`src/rtl/dbg_slave.sv`:
```
module dbg_slave #(
  parameter int CHIP_ID  = 5,
  parameter int CW       = 4,
  parameter int MW       = 3,
  parameter int RW       = 3,
  parameter int DW       = 16,
  parameter int GP_MOD   = 0,
  parameter int STEP_MOD = 7,
  parameter int CORE_DIV = 8,
  parameter int DMA_DIV  = 13,
  localparam int AW      = 2 + CW + MW + RW
) (
  input  logic          clk,
  input  logic          rst_n,
  input  logic          debug_mode,
  input  logic [AW-1:0] dbg_addr,
  input  logic [DW-1:0] dbg_din,
  output logic [DW-1:0] dbg_dout,
  output logic          core_en,
  output logic          dma_en
);
  localparam int NREGS = 1 << RW;
  localparam int CDW = $clog2(CORE_DIV);
  localparam int DDW = $clog2(DMA_DIV);

  logic [1:0]    cmd;
  logic [CW-1:0] chip;
  logic [MW-1:0] mod;
  logic [RW-1:0] rsel;
  assign cmd  = dbg_addr[AW-1 -: 2];
  assign chip = dbg_addr[RW+MW +: CW];
  assign mod  = dbg_addr[RW +: MW];
  assign rsel = dbg_addr[RW-1:0];

  logic hit, rd_hit, wr_hit, gp_sel, st_sel, step_wr;
  assign hit     = debug_mode && (chip == CW'(CHIP_ID));
  assign rd_hit  = hit && (cmd == 2'b01);
  assign wr_hit  = hit && (cmd == 2'b10);
  assign gp_sel  = (mod == MW'(GP_MOD));
  assign st_sel  = (mod == MW'(STEP_MOD));
  assign step_wr = wr_hit && st_sel && (rsel == '0);

  logic [CDW-1:0] core_cnt;
  logic [DDW-1:0] dma_cnt;
  logic [DW-1:0]  steps;
  logic [DW-1:0]  regs [NREGS];
  logic           core_tick;

  assign core_tick = (core_cnt == CDW'(CORE_DIV - 1));
  assign core_en   = core_tick && (!debug_mode || steps != '0);
  assign dma_en    = (dma_cnt == DDW'(DMA_DIV - 1));

  logic [DW-1:0] rdata;
  always_comb begin
    rdata = '0;
    if (gp_sel)
      rdata = regs[rsel];
    else if (st_sel && rsel == RW'(0))
      rdata = steps;
    else if (st_sel && rsel == RW'(1))
      rdata = DW'(steps != '0);
  end

  always_ff @(posedge clk) begin
    if (!rst_n) begin
      core_cnt <= '0;
      dma_cnt  <= '0;
      steps    <= '0;
      dbg_dout <= '0;
    end else begin
      core_cnt <= core_tick ? '0 : core_cnt + 1'b1;
      dma_cnt  <= dma_en ? '0 : dma_cnt + 1'b1;
      dbg_dout <= rd_hit ? rdata : '0;
      if (step_wr)
        steps <= dbg_din;
      else if (core_tick && debug_mode && steps != '0)
        steps <= steps - 1'b1;
    end
  end

  for (genvar i = 0; i < NREGS; i++) begin : g_reg
    always_ff @(posedge clk) begin
      if (!rst_n)
        regs[i] <= '0;
      else if (wr_hit && gp_sel && rsel == RW'(i))
        regs[i] <= dbg_din;
    end
  end
endmodule


```
`config.mk`:
```
export PLATFORM = sky130hd
export DESIGN_NAME = dbg_slave
export DESIGN_NICKNAME = d
export VERILOG_FILES = /design/src/rtl/dbg_slave.sv
export SDC_FILE = /design/constraint.sdc
export NUM_CORES = 1
export LEC_CHECK = 0
export BUFFER_PORTS_ARGS = -buffer_cell sky130_fd_sc_hd__buf_2
export CORE_MARGIN = 2
export CORE_UTILIZATION = 55
export DETAILED_ROUTE_END_ITERATION = 8
export GPL_TIMING_DRIVEN = 0
export PLACE_DENSITY = 0.75
export SLEW_MARGIN = 20
export SYNTH_ARGS = -nofsm -noshare
export SYNTH_HDL_FRONTEND = slang
export SYNTH_SLANG_ARGS = --single-unit
```
`constraint.sdc`:
```
create_clock -name clk -period 3.67 [get_ports clk]
set_input_delay 0.367 -clock clk [delete_from_list [all_inputs] [get_ports clk]]
set_output_delay 0.367 -clock clk [all_outputs]
set_load 0.02 [all_outputs]
```
Word-level counts from Yosys, hierarchy flattened
Memories as Yosys holds them, arrays and structs flattened.
Index checks and enable logic that the tools add are counted.

word-level totals
  bits in writable memories = 128
  bits in registers = 39
  memories = 1
  input bits = 31
  bits in latches = 0
  bits in read-only memories = 0

memories
  memory  words  bits a word  read ports  clocked after memory_dff  write ports  RTL line  text
  regs    8      16           1           0                         8            46        logic [DW-1:0] regs [NREGS];

cells by class
  divide/modulo/power cells = 0
  $mul = 0
  equality and inequality tests = 13
  multiplexer cells = 38
  bitwise gates (word level) = 9
  add/subtract/negate cells = 3
  reduce and logical (&&, ||, !) cells = 28
  shift-type cells = 0
  order comparisons = 0

operators by type and width
  kind                                                number
  two-way mux 16 bit                                  12
  two-way mux 1 bit                                   26
  logical AND 1 bit                                   19
  == test 3 bit, second input constant                6
  nonzero test 16 bit                                 1
  subtractor 16 x 1 -> 16 bit, second input constant  1
  OR 1 bit                                            8
  == test 3 x 2 -> 1 bit, second input constant       2
  zero test 3 bit                                     2
  adder 4 x 1 -> 4 bit, second input constant         1
  == test 4 x 3 -> 1 bit, second input constant       1
  == test 4 bit, second input constant                1
  OR reduction 2 bit                                  2
  adder 3 x 1 -> 3 bit, second input constant         1
  == test 3 x 1 -> 1 bit, second input constant       1
  == test 2 x 1 -> 1 bit, second input constant       1
  == test 2 bit, second input constant                1
  AND reduction 2 bit                                 1
  nonzero test 2 bit                                  1
  zero test 1 bit                                     1
  logical OR 1 bit                                    1
  inverter 1 bit                                      1

Longest topological paths before layout
Gate-level depths: netlist of run 1.

  depth after elaboration = 9
  depth in mapped cells = 9

Worst setup path after synthesis of run 1
OpenSTA, ideal clock, no wires.

  kind = input -> register
  from = input port dbg_addr[7]
  to = memory regs[6][0], enable pin
  setup slack = 978 ps
  data required time = 3,259 ps
  arrival time = 2,281 ps
  stages on the path = 4
  path through = nor4bb_1 and3_1 nand3_1 o21ai_0

RTL lines
  item         RTL line  text
  from (decl)  16        input logic [AW-1:0] dbg_addr,
  to (decl)    46

Final worst setup path of run 1
  from = register steps[0]
  to = output port core_en

on the way
  word-level cells in the longest chain between the ends = 3

ends and longest elaborated chain
  item                    RTL line  text
  from (decl)             45        logic [DW-1:0] steps;
  from (signal assigned)  75        steps <= dbg_din;
  from (signal assigned)  77        steps <= steps - 1'b1;
  nonzero test 16 bit     50        assign core_en = core_tick && (!debug_mode || steps != '0);
  logical OR 1 bit        50
  logical AND 1 bit       50
  to (decl)               19        output logic core_en,

No other way between the ends.

==> metrics.csv, run 1 <==
metric;value;unit
required;3300;ps
nFillCells;988;
netlist_area;7551;um2
cts.reportedPaths.clkPinSlew;60;ps
fin_crit;2946;ps
powerDensity;463.4;nW/um2
r2r-end;steps[7];
cts_max_level;4;
dr.pass1.iters;5;
die_w;121.2;um
fin_skew;5.909;ps
postLayoutCoreUtil;0.6497;
postCtsSetupRepairBufs;0;
gp_congestion;0.8778;
num_vias;4721;
synthesis.nets;580;
critical_path_peak_fanout;7;
floorplan.rows;42;
max_slew_margin;0.4823;
pin_count;49;
nets;654;
path_cells;inv_1 > ha_1 > or3b_1 > or4_1 > buf_6 > nor2_1 > a21boi_0 > buf_2;
synth.top_cell.area_share;0.5090;
r2r-start;steps[0];
fin_ws;724.4;ps
ys_warn_count;0;
layout-drive-gt1-share;0.2092;
synth_edf_count;128;
clock_path_buffers;2;
clkSinkCount;167;
fin_area;8672;um2
area_growth;14.85;%
place_ws;1094;ps
layout_common_cells;and2_1 (131), edfxtp_1 (128), buf_2 (51), dfxtp_1 (39), mux4_2 (32);
synth_top_cell_by_area;edfxtp_1;
tightest_slew;776.6;ps
p_comb_frac;0.062;
die_y;121.2;um
async_flop_share;0;
viasPerCell;5.850;
grt_overflow_total;0;
cts_hold_buf;0;
hpwl;12040;um
die_area;14680;um2
finalCritPeriodShare;0.8026;
crit_type;reg -> out;
multi_input_area;2801;um2
synth.area.top_cells;edfxtp_1 (51%), and2_1 (11%), dfxtp_1 (10%);
dp.cells;775;
power.switching;0.0008836;W
syn_avg_cell_area;13.88;um2
grt_pass1_wl;26100;um
yosysSeqAreaShare;0.6124;
grt_usage;0.2452;
power.internal;0.003135;W
synth_ff_type;edfxtp_1;
cp_top_family;simple AND/OR/NAND/NOR gates;
grt_pass1_vias;4726;
cp-endpoint;core_en;
ff2ff_setup_slack;1240;ps
seqPwrFrac;0.530;
core_area;13350;um2
fin_cells;807;
wirelength;16770;um
worstPathArrival;2580;ps
placed_area;8130;um2
drc;0;
power.share.switching;0.2199;
p_leak;3.137;nW
reg2reg_depth;9;
crit_path_end_kind;primary output;
clk_latency;430;ps
regArea;4624;um2
status;finished, final reports clean;
ys_types;47;
start_kind;register;
dr.first_iter.drc_count;521;
max_stage_delay;440;ps
cts_buffers;17;
drv_slew;0;
synth-seq-cells;167;
layout_commonest_cell;and2_1;
io_buffer_count;47;
rsz0062_at_grt;false;
crit_buf_inv;3;
insertedDiodeCount;0;
hold_viol;0;
synthCells;544;
power.share.clock;0.409;
cts-root-buf;clkbuf_16;
post_cts_resized;0;
vdd_ir_drop_max;0.0003415;V
hold_path_class;in -> reg;
critPathLaunch;steps[0];
wl_per_cell;20.79;um
ant_nets;0;
drv_cap;0;
initial_core_util;0.5657;
antenna_found_initial;0;
grt_start_max_net_pins;17;
cpMaxStageDelayCell;or4_1;
fmax;339.5;MHz
cts_tree;yes;
path_depth;8;
setup_violations;0;
state kept, by name (all words and copies together) (netlist names):
| name | flops |
|---|---|
| dbg_dout | 16 |
| dma_cnt | 4 |
| core_cnt | 3 |
| regs | 128 |
| steps | 16 |
Yosys cell counts, types with 2 or more instances:
library cell / count
nand4b_1: 4
o21ai_0: 25
inv_1: 6
dfxtp_1: 39
ha_1: 5
or3_1: 3
nor3_1: 5
clkbuf_1: 21
and3b_1: 2
xor2_1: 10
a21oi_1: 16
and3_1: 2
nor2_1: 20
nand2b_1: 3
nor4_1: 3
o41ai_1: 2
mux4_2: 32
nand3_1: 5
o2111ai_1: 4
buf_2: 4
o2bb2ai_1: 14
edfxtp_1: 128
xnor2_1: 4
nor2b_1: 2
buf_6: 2
and2_1: 131
nor4b_2: 2
o211ai_1: 2
or4_1: 4
buf_1: 3
mux2i_1: 17
nand2_1: 6
o21ai_1: 4
power by group through the flow:
stage | sequential [W] | clock (W) | combinational [W]
after floorplan | 0.00216 | 0 | 0.000143
after global placement | 0.00217 | 0 | 0.000227
after detailed placement | 0.00217 | 0 | 0.000246
after CTS | 0.00213 | 0.00166 | 0.000248
final | 0.00213 | 0.00164 | 0.000248
after global routing | 0.00213 | 0.00173 | 0.000267
per-stage QoR:
stage	total power (W)	hold slack (ps)	setup TNS [ps]
final	0.004018	350.4	0
after global routing	0.004132	341.0	0
after CTS	0.004035	334.2	0
after detailed placement	0.002415	433.1	0
after global placement	0.002393	411.9	-7822
after floorplan	0.002303	404.9	0
kinds of logic after synthesis:
family | Yosys count | synth area share
buffers and inverters | 36 | 0.02055
XOR/XNOR | 14 | 0.01624
AO/OA/AOI/OAI | 72 | 0.06098
AND/OR/NAND/NOR | 201 | 0.1635
adder cells (fa/ha/maj) | 5 | 0.008285
multiplexers | 49 | 0.1180
flip-flops | 167 | 0.6124
final cells by class:
class,count,area share
multi-input cells,341,0.3230
clock buffers,19,0.04992
repair buffers,55,0.03795
inverters,6,0.002597
flip-flops and latches,167,0.5333
well taps,176,0.02539
clock inverters,13,0.01255
plain buffers,30,0.01529
worst min-delay path by stage:
| stage | start | endpoint | slack, ps | cells past startpoint |
|---|---|---|---|---|
| CTS | dbg_din[0] | regs[5][0] | 330 | 2 |
| global route | dbg_din[0] | regs[1][0] | 340 | 2 |
| global placement | core_cnt[0] | core_cnt[0] | 410 | 1 |
| floorplan | core_cnt[0] | core_cnt[0] | 400 | 1 |
| detailed placement | core_cnt[0] | core_cnt[0] | 430 | 1 |
| finish | dbg_din[6] | regs[5][6] | 350 | 2 |
routing by layer:
| metal | global-route usage | share of wire |
|---|---|---|
| met1 | 0.3299 | 0.41 |
| met2 | 0.4073 | 0.51 |
| met3 | 0.05075 | 0.068 |
| met4 | 0.07112 | 0.013 |
| met5 | 0 | 0 |
(Power assumes the default switching activity.)
==> inputs of run 2 (changes only) <==
- ABC_AREA: unset -> 1
- PLACE_DENSITY: 0.75 -> 0.78
- clock period: 3.67 -> 2.6 ns (I/O delays scaled with it)
==> metrics.csv, run 2 <==
metric;value;unit;change
hold_path_class;in -> reg;;
synth.top_cell.area_share;0.4968;;-0.01218
cts-root-buf;clkbuf_16;;
seqPwrFrac;0.497;;-0.033
max_stage_delay;350;ps;-90 ps
ff2ff_setup_slack;500;ps;-740 ps
power.share.clock;0.444;;+0.035
post_cts_resized;0;;unchanged
drv_slew;0;;unchanged
die_y;122.6;um;+1.2%
floorplan.rows;43;;+2.4%
cts_tree;yes;;
clk_latency;430;ps;about the same
dr.pass1.iters;6;;+1
synth_edf_count;128;;unchanged
start_kind;register;;
vdd_ir_drop_max;0.0005877;V;+72%
r2r-end;steps[3];;
status;finished, final reports clean;;
ys_warn_count;0;;unchanged
grt_pass1_vias;5639;;+19%
hpwl;13710;um;+14%
setup_violations;0;;unchanged
hold_depth;5;;+3
power.internal;0.004685;W;+49%
clkSinkCount;167;;unchanged
dr.first_iter.drc_count;818;;+57%
worstPathArrival;1870;ps;-710 ps
placed_area;8300;um2;+2.1%
synthesis.nets;870;;+50%
ys_types;32;;-32%
die_w;122.6;um;+1.2%
p_comb_frac;0.059;;-0.003
required;2340;ps;-960 ps
syn_avg_cell_area;9.276;um2;-33%
antenna_found_initial;0;;unchanged
cpMaxStageDelayCell;dfxtp_1;;
async_flop_share;0;;unchanged
grt_start_max_net_pins;17;;unchanged
hold_viol;0;;unchanged
cts_buffers;17;;unchanged
synth.area.top_cells;edfxtp_1 (50%), nor2_1 (10%), dfxtp_1 (10%);;
netlist_area;7736;um2;+2.5%
crit_type;reg -> out;;
grt_usage;0.2726;;+0.02743
cts_max_level;4;;unchanged
cts_hold_buf;0;;unchanged
synth-seq-cells;167;;unchanged
layout_common_cells;nor2_1 (214), edfxtp_1 (128), nand2_1 (127), inv_1 (85), nand3_1 (72);;
crit_path_end_kind;primary output;;
initial_core_util;0.5595;;-0.006214
viasPerCell;5.711;;-2.4%
reg_top3;regs x128, dbg_dout x16, steps x16;;
synthCells;834;;+53%
crit_buf_inv;3;;unchanged
postCtsSetupRepairBufs;0;;unchanged
pin_count;49;;unchanged
synth_top_cell_by_area;edfxtp_1;;
reg2reg_depth;9;;unchanged
cts.reportedPaths.clkPinSlew;70;ps;about the same
clock_path_buffers;2;;unchanged
die_area;15030;um2;+2.4%
tightest_slew;917.0;ps;+140.4 ps
power.switching;0.001360;W;+54%
yosys-top-cells-count;nor2_1 (214), edfxtp_1 (128), nand2_1 (127), inv_1 (85), nand3_1 (72);;
drc;0;;unchanged
fin_area;8926;um2;+2.9%
largest-register;regs;;
grt_pass1_wl;30080;um;+15%
multi_input_area;2620;um2;-6.5%
fmax;468.7;MHz;
gp_congestion;0.9229;;+5.1%
layout_commonest_cell;nor2_1;;
max_slew_margin;0.3886;;-0.09371
synth_most_common_cell;nor2_1;;
regArea;4624;um2;unchanged
min-delay-start;dbg_din[5];;
nets;941;;+44%
whs;154.2;ps;-196.2 ps
synth_ff_type;edfxtp_1;;
nFillCells;1068;;+8.1%
path_cells;inv_1 > ha_1 > nand2_1 > nor2_1 > nand3_1 > nand2_1 > inv_1 > buf_2;;
p_leak;3.784;nW;+21%
worstHoldEndpoint;steps[5];;
power.share.switching;0.2250;;+0.005083
r2r-start;steps[0];;
wirelength;19620;um;+17%
rsz0062_at_grt;false;;
ant_nets;0;;unchanged
largest_reg_flops;128;;unchanged
powerDensity;677.2;nW/um2;+46%
grt_overflow_total;0;;unchanged
drv_cap;0;;unchanged
insertedDiodeCount;0;;unchanged
critical_path_peak_fanout;5;;-2
finalCritPeriodShare;0.8206;;
wl_per_cell;17.87;um;-14%
fin_crit;2134;ps;
core_area;13830;um2;+3.6%
io_buffer_count;46;;-2.1%
num_vias;6271;;+33%
yosysSeqAreaShare;0.5978;;-0.01466
cp_top_family;simple AND/OR/NAND/NOR gates;;
area_growth;15.38;%;
fin_skew;8.347;ps;+2.438 ps
layout-drive-gt1-share;0.1438;;-0.06540
[run 2: cell types whose count changed after synthesis, moves of 17 or more]
| cell | delta |
|---|---|
| mux4_2 | -32 |
| inv_1 | +79 |
| nand3_1 | +67 |
| a21oi_1 | +31 |
| nor2_1 | +194 |
| and2_1 | -131 |
| mux2i_1 | -17 |
| a22oi_1 | +21 |
| nand2_1 | +121 |
[run 2: worst max path at each step]
stage	start	end	slack [ps]	depth (start not counted)
after floorplan	dbg_addr[5]	regs[6][0]	-50	5
final	steps[0]	core_en	470	8
after CTS	steps[0]	core_en	500	8
after global placement	dbg_addr[5]	regs[7][13]	-1100	6
after global routing	steps[0]	core_en	350	8
after detailed placement	dbg_addr[5]	regs[1][12]	90	6
[run 2: kinds of logic after synthesis]
kind of cell	share of synthesized area
flip-flops	0.5978
XOR/XNOR	0.004529
buffers and inverters	0.06696
adder cells (fa/ha/maj)	0.008087
AO/OA/AOI/OAI	0.05887
AND/OR/NAND/NOR	0.2638
[run 2: cell type report]
cell class | instances | area share
repair buffers | 52 | 0.03504
plain buffers | 33 | 0.02061
multi-input cells | 545 | 0.2935
inverters | 89 | 0.03743
well taps | 180 | 0.02523
clock inverters | 14 | 0.02201
clock buffers | 18 | 0.04808
flip-flops and latches | 167 | 0.5181
[run 2: per-layer routing]
layer  vias to the layer above  part of all wire  GRT usage
met4                         0             0.028     0.1099
met3                        51             0.080    0.05716
met2                       331              0.48     0.4326
met1                      2981              0.41     0.3677
li1                       2908                 -          -
met5                         -                 0          0
[run 2: worst reg2reg max path: cells and delay by family, from the launching register on]
kind,cells,cell delay (ps)
simple gates,5,690
compound gates,1,560
buf+inv,2,160
flops,1,400
fa+ha+maj,1,240
[run 2: power groups by stage]
stage | clock network [W] | registers (W) | logic, W
after floorplan | 0 | 0.00305 | 0.000203
after detailed placement | 0 | 0.00306 | 0.000349
after global routing | 0.00279 | 0.00302 | 0.000387
final | 0.00268 | 0.00301 | 0.000356
after global placement | 0 | 0.00306 | 0.000324
after CTS | 0.00269 | 0.00300 | 0.000351
[run 2: through the flow]
stage                       util  setup WS, ps  power (W)  setup TNS, ps  std cells
after detailed placement  0.6003         91.39   0.003411              0       1066
final                     0.6456         466.3   0.006045              0       1098
after global placement    0.5924         -1097   0.003385         -77880       1060
after CTS                 0.6456         496.3   0.006041              0       1098
after global routing      0.6456         349.5   0.006190              0       1098
after floorplan                -        -45.25   0.003257          -2172        834
